$ cat src/rtl/cs_pkg.sv
package cs_pkg;
  localparam int CRC_W = 8;
  localparam logic [CRC_W-1:0] CRC_POLY = 8'h1D;
  localparam logic [CRC_W-1:0] CRC_INIT = 8'hFF;

  // one serial CRC step
  function automatic logic [CRC_W-1:0] crc_step(input logic [CRC_W-1:0] c,
                                                input logic b);
    logic fb;
    fb = c[CRC_W-1] ^ b;
    return {c[CRC_W-2:0], 1'b0} ^ (fb ? CRC_POLY : '0);
  endfunction

  // emphasis pin pair -> {bit4,bit3,bit2}
  function automatic logic [2:0] emph_bits(input logic [1:0] em);
    case (em)
      2'b11:   return 3'b000;
      2'b10:   return 3'b001;
      2'b01:   return 3'b011;
      default: return 3'b111;
    endcase
  endfunction
endpackage

$ cat src/rtl/cs_pin_map.sv
module cs_pin_map #(
  parameter int IDX_W = 8
) (
  input  logic [IDX_W-1:0] idx,
  input  logic             cons,
  input  logic             pin_a,
  input  logic             pin_b,
  input  logic             pin_c,
  input  logic             pin_d,
  input  logic             pin_e1,
  input  logic             pin_e0,
  input  logic             pin_fc1,
  output logic             ovr,
  output logic             ovr_val
);
  import cs_pkg::*;

  logic [2:0] emph;
  assign emph = emph_bits({pin_e1, pin_e0});

  always_comb begin
    ovr     = 1'b1;
    ovr_val = 1'b0;
    if (!cons) begin
      case (idx)
        IDX_W'(1): ovr_val = ~pin_a;
        IDX_W'(2): ovr_val = emph[0];
        IDX_W'(3): ovr_val = emph[1];
        IDX_W'(4): ovr_val = emph[2];
        IDX_W'(6): ovr_val = ~pin_b;
        IDX_W'(7): ovr_val = ~pin_c;
        IDX_W'(9): ovr_val = ~pin_d;
        default:   ovr     = 1'b0;
      endcase
    end else begin
      case (idx)
        IDX_W'(2):  ovr_val = ~pin_b;
        IDX_W'(3):  ovr_val = ~pin_c;
        IDX_W'(8):  ovr_val = ~pin_e1;
        IDX_W'(9):  ovr_val = ~pin_e0;
        IDX_W'(15): ovr_val = ~pin_d;
        IDX_W'(24): ovr_val = ~pin_a;
        IDX_W'(25): ovr_val = ~pin_fc1;
        default:    ovr     = 1'b0;
      endcase
    end
  end
endmodule

$ cat src/rtl/cs_crc.sv
module cs_crc (
  input  logic                     clk,
  input  logic                     rst_n,
  input  logic                     step_en,
  input  logic                     preset,
  input  logic                     din,
  output logic [cs_pkg::CRC_W-1:0] crc_q
);
  import cs_pkg::*;

  always_ff @(posedge clk or negedge rst_n) begin
    if (!rst_n)       crc_q <= CRC_INIT;
    else if (step_en) crc_q <= crc_step(preset ? CRC_INIT : crc_q, din);
  end

  // the register only moves on a step
  p_crc_idle_r10: assert property (@(posedge clk) disable iff (!rst_n)
    !step_en |=> $stable(crc_q));
endmodule

$ cat src/rtl/cs_block_asm.sv
module cs_block_asm #(
  parameter int BLK_LEN    = 192,
  parameter int STROBE_END = 120,
  parameter int IDX_W      = $clog2(BLK_LEN)
) (
  input  logic             clk,
  input  logic             rst_n,
  input  logic             frm_go,
  input  logic [IDX_W-1:0] frm_idx,
  input  logic             ser_c,
  input  logic             sel_cons,
  input  logic             pin_a,
  input  logic             pin_b,
  input  logic             pin_c,
  input  logic             pin_d,
  input  logic             pin_e1,
  input  logic             pin_e0,
  input  logic             pin_fc1,
  output logic             cs_bit,
  output logic             blk_strobe,
  output logic             cd_flag
);
  import cs_pkg::*;

  localparam int CRC_START = BLK_LEN - CRC_W;

  logic             ovr, ovr_val;
  logic             crc_zone, crc_step_en, bit_now;
  logic [CRC_W-1:0] crc_q;
  logic [2:0]       crc_sel;

  cs_pin_map #(.IDX_W(IDX_W)) u_map (
    .idx(frm_idx), .cons(sel_cons),
    .pin_a(pin_a), .pin_b(pin_b), .pin_c(pin_c), .pin_d(pin_d),
    .pin_e1(pin_e1), .pin_e0(pin_e0), .pin_fc1(pin_fc1),
    .ovr(ovr), .ovr_val(ovr_val)
  );

  assign crc_zone    = !sel_cons && (frm_idx >= IDX_W'(CRC_START));
  assign crc_sel     = 3'(frm_idx - IDX_W'(CRC_START));
  assign bit_now     = crc_zone ? crc_q[crc_sel] : (ovr ? ovr_val : ser_c);
  assign crc_step_en = frm_go && !sel_cons && (frm_idx < IDX_W'(CRC_START));

  cs_crc u_crc (
    .clk(clk), .rst_n(rst_n), .step_en(crc_step_en),
    .preset(frm_idx == '0), .din(bit_now), .crc_q(crc_q)
  );

  always_ff @(posedge clk or negedge rst_n) begin
    if (!rst_n) begin
      cs_bit     <= 1'b0;
      blk_strobe <= 1'b0;
    end else if (frm_go) begin
      cs_bit     <= bit_now;
      blk_strobe <= frm_idx < IDX_W'(STROBE_END);
    end
  end

  assign cd_flag = sel_cons & pin_a & pin_fc1;

  p_hold_r2: assert property (@(posedge clk) disable iff (!rst_n)
    !frm_go |=> ($stable(cs_bit) && $stable(blk_strobe)));
  p_strobe_hi_r3: assert property (@(posedge clk) disable iff (!rst_n)
    (frm_go && frm_idx < IDX_W'(STROBE_END)) |=> blk_strobe);
  p_strobe_lo_r3: assert property (@(posedge clk) disable iff (!rst_n)
    (frm_go && frm_idx >= IDX_W'(STROBE_END)) |=> !blk_strobe);
  p_serial_pass_r9: assert property (@(posedge clk) disable iff (!rst_n)
    (frm_go && !ovr && !crc_zone) |=> (cs_bit == $past(ser_c)));
  p_pin_ovr_r4: assert property (@(posedge clk) disable iff (!rst_n)
    (frm_go && !sel_cons && frm_idx == IDX_W'(1)) |=> (cs_bit == !$past(pin_a)));
  p_cd_flag_r8: assert property (@(posedge clk) disable iff (!rst_n)
    cd_flag |-> sel_cons);
endmodule

$ cat config.mk
export PLATFORM = sky130hd
export DESIGN_NAME = cs_block_asm
export DESIGN_NICKNAME = d
export VERILOG_FILES = /design/src/rtl/cs_pkg.sv /design/src/rtl/cs_pin_map.sv /design/src/rtl/cs_crc.sv /design/src/rtl/cs_block_asm.sv
export SDC_FILE = /design/constraint.sdc
export NUM_CORES = 1
export LEC_CHECK = 0
export BUFFER_PORTS_ARGS = -buffer_cell sky130_fd_sc_hd__buf_4
export CAP_MARGIN = 10
export CELL_PAD_IN_SITES_DETAIL_PLACEMENT = 1
export CELL_PAD_IN_SITES_GLOBAL_PLACEMENT = 2
export CORE_ASPECT_RATIO = 0.8
export CORE_MARGIN = 1.5
export CORE_UTILIZATION = 30
export CTS_CLUSTER_DIAMETER = 150
export DETAILED_ROUTE_END_ITERATION = 6
export GPL_ROUTABILITY_DRIVEN = 0
export HOLD_SLACK_MARGIN = 0.05
export PLACE_DENSITY = 0.8
export SYNTH_ARGS = -nofsm -noshare
export SYNTH_HDL_FRONTEND = slang
export SYNTH_SLANG_ARGS = --single-unit
$ cat constraint.sdc
create_clock -name clk -period 1.8 [get_ports clk]
set_clock_uncertainty 0.1 [all_clocks]
set_input_delay 0.36 -clock clk [delete_from_list [all_inputs] [get_ports clk]]
set_output_delay 0.36 -clock clk [all_outputs]
set_load 0.02 [all_outputs]
==> impl_results.md, run 1 <==
- Total clock sinks: 10
- CP top delay family: simple AND/OR/NAND/NOR gates
- Crit path depth: 6
- Slowest stage delay, CP: 0.58 ns
- Startpoint Class: input port
- Placed Cells: 175
- Clock transition at the registers of the reported paths: 0.07 ns
- Multi-input gate area: 589 sq um
- Required time worst endpoint: 1.87 ns
- Worst slew pin tran: 0.363 ns
- Largest net degree at the start of global routing: 11
- Reg area: 260 sq um
- Total number of vias: 982
- Antenna cells: 0
- Worst-case vdd ir drop: 574 uV
- CTS tree: done
- CP endpoint kind: register
- TritonCTS Buffers: 3
- Synth Flop Type: dfstp_2
- CP Max Fanout: 4
- Hold-critical path depth: 2
- Seq/Total Area, Yosys: 30.3%
- Clk buf depth: 2
- Worst Hold Path EP: cs_bit
- Vias in the first global route: 1,029
- Crit Reg-Reg Startpoint: u_crc.crc_q[7]
- Slowest CP cell: or4_4
- Crit Path Category: in -> reg
- Fraction of registers with async set/reset: 100%
- First-pass GRT wire length: 5000 um
- DRT Pass-1 Iters: 4
- Die extent in x: 62.8 um
- Reg2reg end: u_crc.crc_q[0]
- Status: finished, violations left
- LEAKAGE: 0.000562 uW
- TNS Setup: -0.985 ns
- Vias per cell: 5.40
- Core Area: 2740 sq um
- Final std cells w/o fill: 182
- Die area: 3200 sq um
- Critical Path AT: 2.12 ns
- Area Growth Syn to Fin: 56.0%
- Cells after synthesis: 94
- Adder-cell share of the synthesized area: 0%
- Worst-skew pair later-pin latency: 0.27 ns
- Syn avg cell area: 9.14 sq um
- Cells along the critical path: buf_8 > or4_4 > a211oi_2 > and3b_2 > or4_4 > a31o_1
- CTS H-tree depth: 1
- Synth Area in Compound Gates: 22.9%
- Tot GR Track Use: 20.2%
- FF-to-FF setup slack: 0.24 ns
- WL final: 3000 um
- Grt ovf: 0
- Core Rows: 17
- Layout cells sized above 1: 52.8%
- Synth Register Bits: 10
- Max Cap Viol: 0
- Final Hold Fails: 0
- Most used cell along the critical path: or4_4
- PortBufs: 22
- Final nets: 165
- Post-Synth XOR/XNOR Area: 3.06%
- Syn_nets: 114
- DPL Wire Length: 2330 um
- Filler instances: 322
- Mapped cell area: 860 sq um
- Residual DRC: 0
- Hold path startpoint: frm_go
- Slew margin rel.: 75.6%
- CP bufs+invs: 1
- Ports: 23
- Min Tclk post-route: 2.05 ns
- EDFF count, synth: 0
- Initial antenna violation count: 0
- Fmax: 488 MHz
- Die Ht: 50.9 um
- DR WL/cell: 16.5 um
- Synth warnings: 0
- Post-synth cell types: 40
- Multiplexer share of the synthesized area: 10.2%
- Period utilisation layout: 114%
- RSZ-0062 raised after global routing: yes
- Power per cell area: 767 nW/um^2
- Simple-gate share of the synthesized area: 29.4%
- R2R cell count: 3
- ANT nets after route: 0
- Initial Utilization: 31.3%
- Failing checks: setup timing
- HP Class: in -> reg
- Pins Over Slew Limit: 0
- Final setup vio count: 5
- Root Driver: clkbuf_4
- Initial DRC Count: 28
- Worst setup slack after layout: -0.251 ns
- Main combinational cell family by area after synthesis: simple AND/OR/NAND/NOR gates
==> synthesized netlist by cell type, types with 2 or more instances <==
master	instances	area, sq um
nor4_1	4	25.0
clkbuf_1	3	11.3
nor2_1	5	18.8
a211oi_1	2	15.0
nand2b_1	4	25.0
and3b_1	2	17.5
nor2b_1	2	12.5
mux2i_1	2	20.0
a21oi_1	4	20.0
and3_1	2	12.5
o31ai_1	2	15.0
nor3_1	7	35.0
buf_2	2	10.0
xnor2_1	3	26.3
dfrtp_1	2	50.1
o31a_1	2	17.5
o22a_1	4	35.0
or4_4	2	22.5
o21ai_0	5	25.0
nand2_1	4	15.0
mux2_2	2	22.5
dfstp_2	8	210
mux4_2	2	45.0
o32ai_1	2	17.5
nand3b_1	2	15.0
==> cell type report <==
| type | count | area share, % |
|---|---|---|
| multi-input combinational | 77 | 43.9 |
| tap | 38 | 3.54 |
| sequential | 10 | 19.4 |
| clock buffer | 4 | 2.71 |
| timing repair buffer | 52 | 30.1 |
| inverter | 1 | 0.280 |
==> cells in the final DEF, fill, tap and decap left out, types with 2 or more instances in the layout <==
cell       n
dfrtp_1    2
xnor2_1    3
o21ai_0    4
nand2_1    4
nand2b_1   4
o31a_1     2
or4_4      2
a21oi_1    4
nor3_1     7
nor2_1     5
nand3b_1   2
and3_1     2
nor2b_1    2
clkbuf_4   3
a211oi_2   2
mux2i_1    2
mux2_2     2
o32ai_1    2
mux4_2     2
nor4_1     3
buf_4     49
dfstp_2    8
o22a_1     4
==> metrics by stage <==
step / power (uW) / utilization, % / worst slack, ns / area [sq um] / hold WS (ns)
final: 1030 / 48.9 / -0.251 / 1340 / 0.258
after floorplan: 638 / - / -0.456 / 865 / -0.0356
after CTS: 1030 / 48.4 / -0.222 / 1330 / 0.253
after detailed placement: 808 / 45.5 / -0.565 / 1250 / 0.0963
after global routing: 1090 / 48.9 / -0.309 / 1340 / 0.267
after global placement: 788 / 45.5 / -0.572 / 1250 / 0.0934
==> timing repair <==
action                                 in CTS  in global routing
setup endpoints to repair                   5                  9
gates resized for setup                     6                  2
buffers inserted                            1                  1
pin swaps                                   4                  2
endpoints found under the hold margin      10                  0
hold buffers                                1                  0
==> how the worst max path moves through the flow <==
| stage | start | endpoint | slack (ns) |
|---|---|---|---|
| floorplan | frm_idx[7] | cs_bit | -0.46 |
| finish | frm_idx[7] | cs_bit | -0.25 |
| detailed placement | frm_idx[7] | cs_bit | -0.57 |
| global placement | frm_idx[7] | u_crc.crc_q[4] | -0.57 |
| CTS | frm_idx[7] | cs_bit | -0.22 |
| global route | frm_idx[7] | cs_bit | -0.31 |
==> power by group <==
group          leakage [uW]  internal (uW)  switching [uW]
Sequential         0.000108            341            79.1
Combinational      0.000433            233             168
Clock             0.0000210            123            83.8
Total              0.000562            697             331
==> worst register-to-register path, stage by stage (launching register included) <==
cell	delay (ns)
dfstp_2	0.63
nor2_1	0.08
or4_1	0.53
a31oi_1	0.15
==> flip-flops by register name, indices dropped and copies added (netlist names) <==
| register | cells |
|---|---|
| u_crc.crc_q | 8 |
| blk_strobe | 1 |
| cs_bit | 1 |
==> metal layers <==
layer	global-route usage (%)	routed length (um)	vias up
met3	5.73	101	2
met5	0	0	-
met1	26.6	1490	487
met4	2.59	4	0
li1	-	-	470
met2	34.4	1410	23
==> kinds of logic after synthesis <==
logic type | count (synthesis)
xor+xnor | 3
buf+inv | 7
simple gates | 41
flops | 10
compound gates | 27
mux | 6
No activity file was read; power rests on OpenSTA's default activity.
==> run 2: changes to the inputs <==
--- a/config.mk
+++ b/config.mk
@@ -17,6 +17,7 @@
 export GPL_ROUTABILITY_DRIVEN = 0
 export HOLD_SLACK_MARGIN = 0.05
 export PLACE_DENSITY = 0.8
+export SKIP_LAST_GASP = 1
 export SYNTH_ARGS = -nofsm -noshare
 export SYNTH_HDL_FRONTEND = slang
 export SYNTH_SLANG_ARGS = --single-unit
==> impl_results.md, run 2 (synthesis results as in run 1) <==
- Area Growth Syn to Fin: 54.6%
- Critical Path AT: 2.10 ns (-0.02 ns)
- DR WL/cell: 16.0 um (-3.1%)
- HP Class: in -> reg
- Power per cell area: 770 nW/um^2 (+0.40%)
- Vias in the first global route: 1,028 (-0.097%)
- Slew margin rel.: 75.6% (about the same)
- Core Rows: 17 (unchanged)
- Crit Reg-Reg Startpoint: u_crc.crc_q[7]
- Final setup vio count: 5 (unchanged)
- Grt ovf: 0 (unchanged)
- Most used cell along the critical path: or4_4
- Placed Cells: 175 (unchanged)
- Status: finished, violations left
- Hold path startpoint: frm_go
- Worst-skew pair later-pin latency: 0.27 ns (about the same)
- Total clock sinks: 10 (unchanged)
- Die Ht: 50.9 um (unchanged)
- CP bufs+invs: 1 (unchanged)
- Filler instances: 325 (+0.93%)
- Final std cells w/o fill: 181 (-0.55%)
- Commonest non-fill, non-tap cell in the layout: buf_4
- Largest registers: u_crc.crc_q (8), blk_strobe (1), cs_bit (1)
- CP top delay family: simple AND/OR/NAND/NOR gates
- Required time worst endpoint: 1.87 ns (about the same)
- TritonCTS Buffers: 3 (unchanged)
- Initial Utilization: 31.3% (unchanged)
- Period utilisation layout: 113% (-1.2 points)
- Min Tclk post-route: 2.03 ns (-0.0211 ns)
- Failing checks: setup timing
- Initial DRC Count: 41 (+46%)
- CP Max Fanout: 4 (unchanged)
- Final Power: 1020 uW (-0.54%)
- Largest reg by FF count: u_crc.crc_q
- Fmax: 493 MHz (+1.0%)
- Worst-case vdd ir drop: 571 uV (-0.52%)
- Max reg flops: 8 (unchanged)
- TNS Setup: -0.904 ns (+0.0810 ns)
- Slowest CP cell: or4_4
- Max Cap Viol: 0 (unchanged)
- Largest net degree at the start of global routing: 11 (unchanged)
- Tot GR Track Use: 20.2% (unchanged)
- Worst slew pin tran: 0.363 ns (-0.000167 ns)
- Antenna cells: 0 (unchanged)
- Core Area: 2740 sq um (unchanged)
- Startpoint Class: input port
- Clock transition at the registers of the reported paths: 0.07 ns (about the same)
- Pins Over Slew Limit: 0 (unchanged)
- Critical path startpoint: frm_idx[7]
- Final Hold Fails: 0 (unchanged)
- CTS tree: done
- Cells along the critical path: buf_8 > or4_4 > a211oi_2 > and3b_2 > or4_4 > a31o_1
- First-pass GRT wire length: 5000 um (unchanged)
- Die extent in x: 62.8 um (unchanged)
- Clk buf depth: 2 (unchanged)
- Crit Path Category: in -> reg
- WL final: 2890 um (-3.6%)
- Die area: 3200 sq um (unchanged)
- CTS H-tree depth: 1 (unchanged)
- CP endpoint kind: register
- Core Util, Final: 48.4% (-0.46 points)
- ANT nets after route: 0 (unchanged)
- Residual DRC: 0 (unchanged)
- Ports: 23 (unchanged)
- Slowest stage delay, CP: 0.58 ns (about the same)
- Layout cells sized above 1: 51.7% (-1.0 points)
- PortBufs: 22 (unchanged)
- Worst setup slack after layout: -0.230 ns (+0.0211 ns)
- DPL Wire Length: 2330 um (unchanged)
- DRT Pass-1 Iters: 4 (unchanged)
- Total number of vias: 970 (-1.2%)
- Final nets: 164 (-0.61%)
- LEAKAGE: 0.000560 uW (-0.45%)
- Root Driver: clkbuf_4
- Most frequent cells in the layout: buf_4 (48), dfstp_2 (8), nor3_1 (7)
- RSZ-0062 raised after global routing: yes
- Initial antenna violation count: 0 (unchanged)
- Vias per cell: 5.36 (-0.68%)
==> run 2: cell count changes in the layout (fill, tap and decap cells not counted), sizes merged <==
cell  before  now
buf       51   50
==> run 2: area by class of cell <==
type | count | area [sq um] | area share (%)
clock buffer | 4 | 36.3 | 2.73
inverter | 1 | 3.75 | 0.282
multi-input combinational | 77 | 584 | 44.0
sequential | 10 | 260 | 19.6
tap | 38 | 47.5 | 3.58
timing repair buffer | 51 | 397 | 29.8
==> run 2: path summary, 6_finish.rpt <==
check / slack (ns) / end / cells past startpoint
worst max-delay path: -0.23 / cs_bit / 6
worst min-delay path: 0.26 / cs_bit / 2
worst max register to register: 0.21 / u_crc.crc_q[0] / 3
worst min register to register: 0.40 / u_crc.crc_q[4] / 2
max in group asynchronous: 1.03 / u_crc.crc_q[5] / 2
min in group asynchronous: 0.35 / blk_strobe / 2
==> run 2: timing repair <==
action | in CTS | in global routing
setup endpoints to repair | 5 | 9
endpoints found under the hold margin | 10 | 0
hold buffers | 1 | 0
buffers inserted | 1 | 0
gates resized for setup | 6 | 1
pin swaps | 2 | 2
==> run 2: through the flow <==
stage / hold slack (ns) / area (sq um) / setup WS (ns)
3_3_place_gp: 0.0934 / 1250 / -0.572
5_1_grt: 0.267 / 1330 / -0.295
3_5_place_dp: 0.0963 / 1250 / -0.565
6_report: 0.257 / 1330 / -0.230
4_1_cts: 0.253 / 1330 / -0.223
2_1_floorplan: -0.0356 / 865 / -0.456
==> run 2: worst reg2reg max path, stage by stage (launching register included) <==
cell and delay, ns:
dfstp_2 0.62, nor2_1 0.08, or4_1 0.53, a31oi_1 0.18
==> run 2: where the power goes <==
group | switching (uW) | total (uW) | internal [uW]
combinational | 165 | 396 | 231
sequential | 78.6 | 420 | 341
clock | 84.1 | 207 | 123
==> run 2: routing by layer <==
metal / routed length, um / global-route usage, % / vias up
li1: - / - / 470
met1: 1420 / 26.6 / 480
met2: 1380 / 34.4 / 20
met3: 87 / 5.73 / 0
met4: 0 / 2.59 / 0
met5: 0 / 0 / -
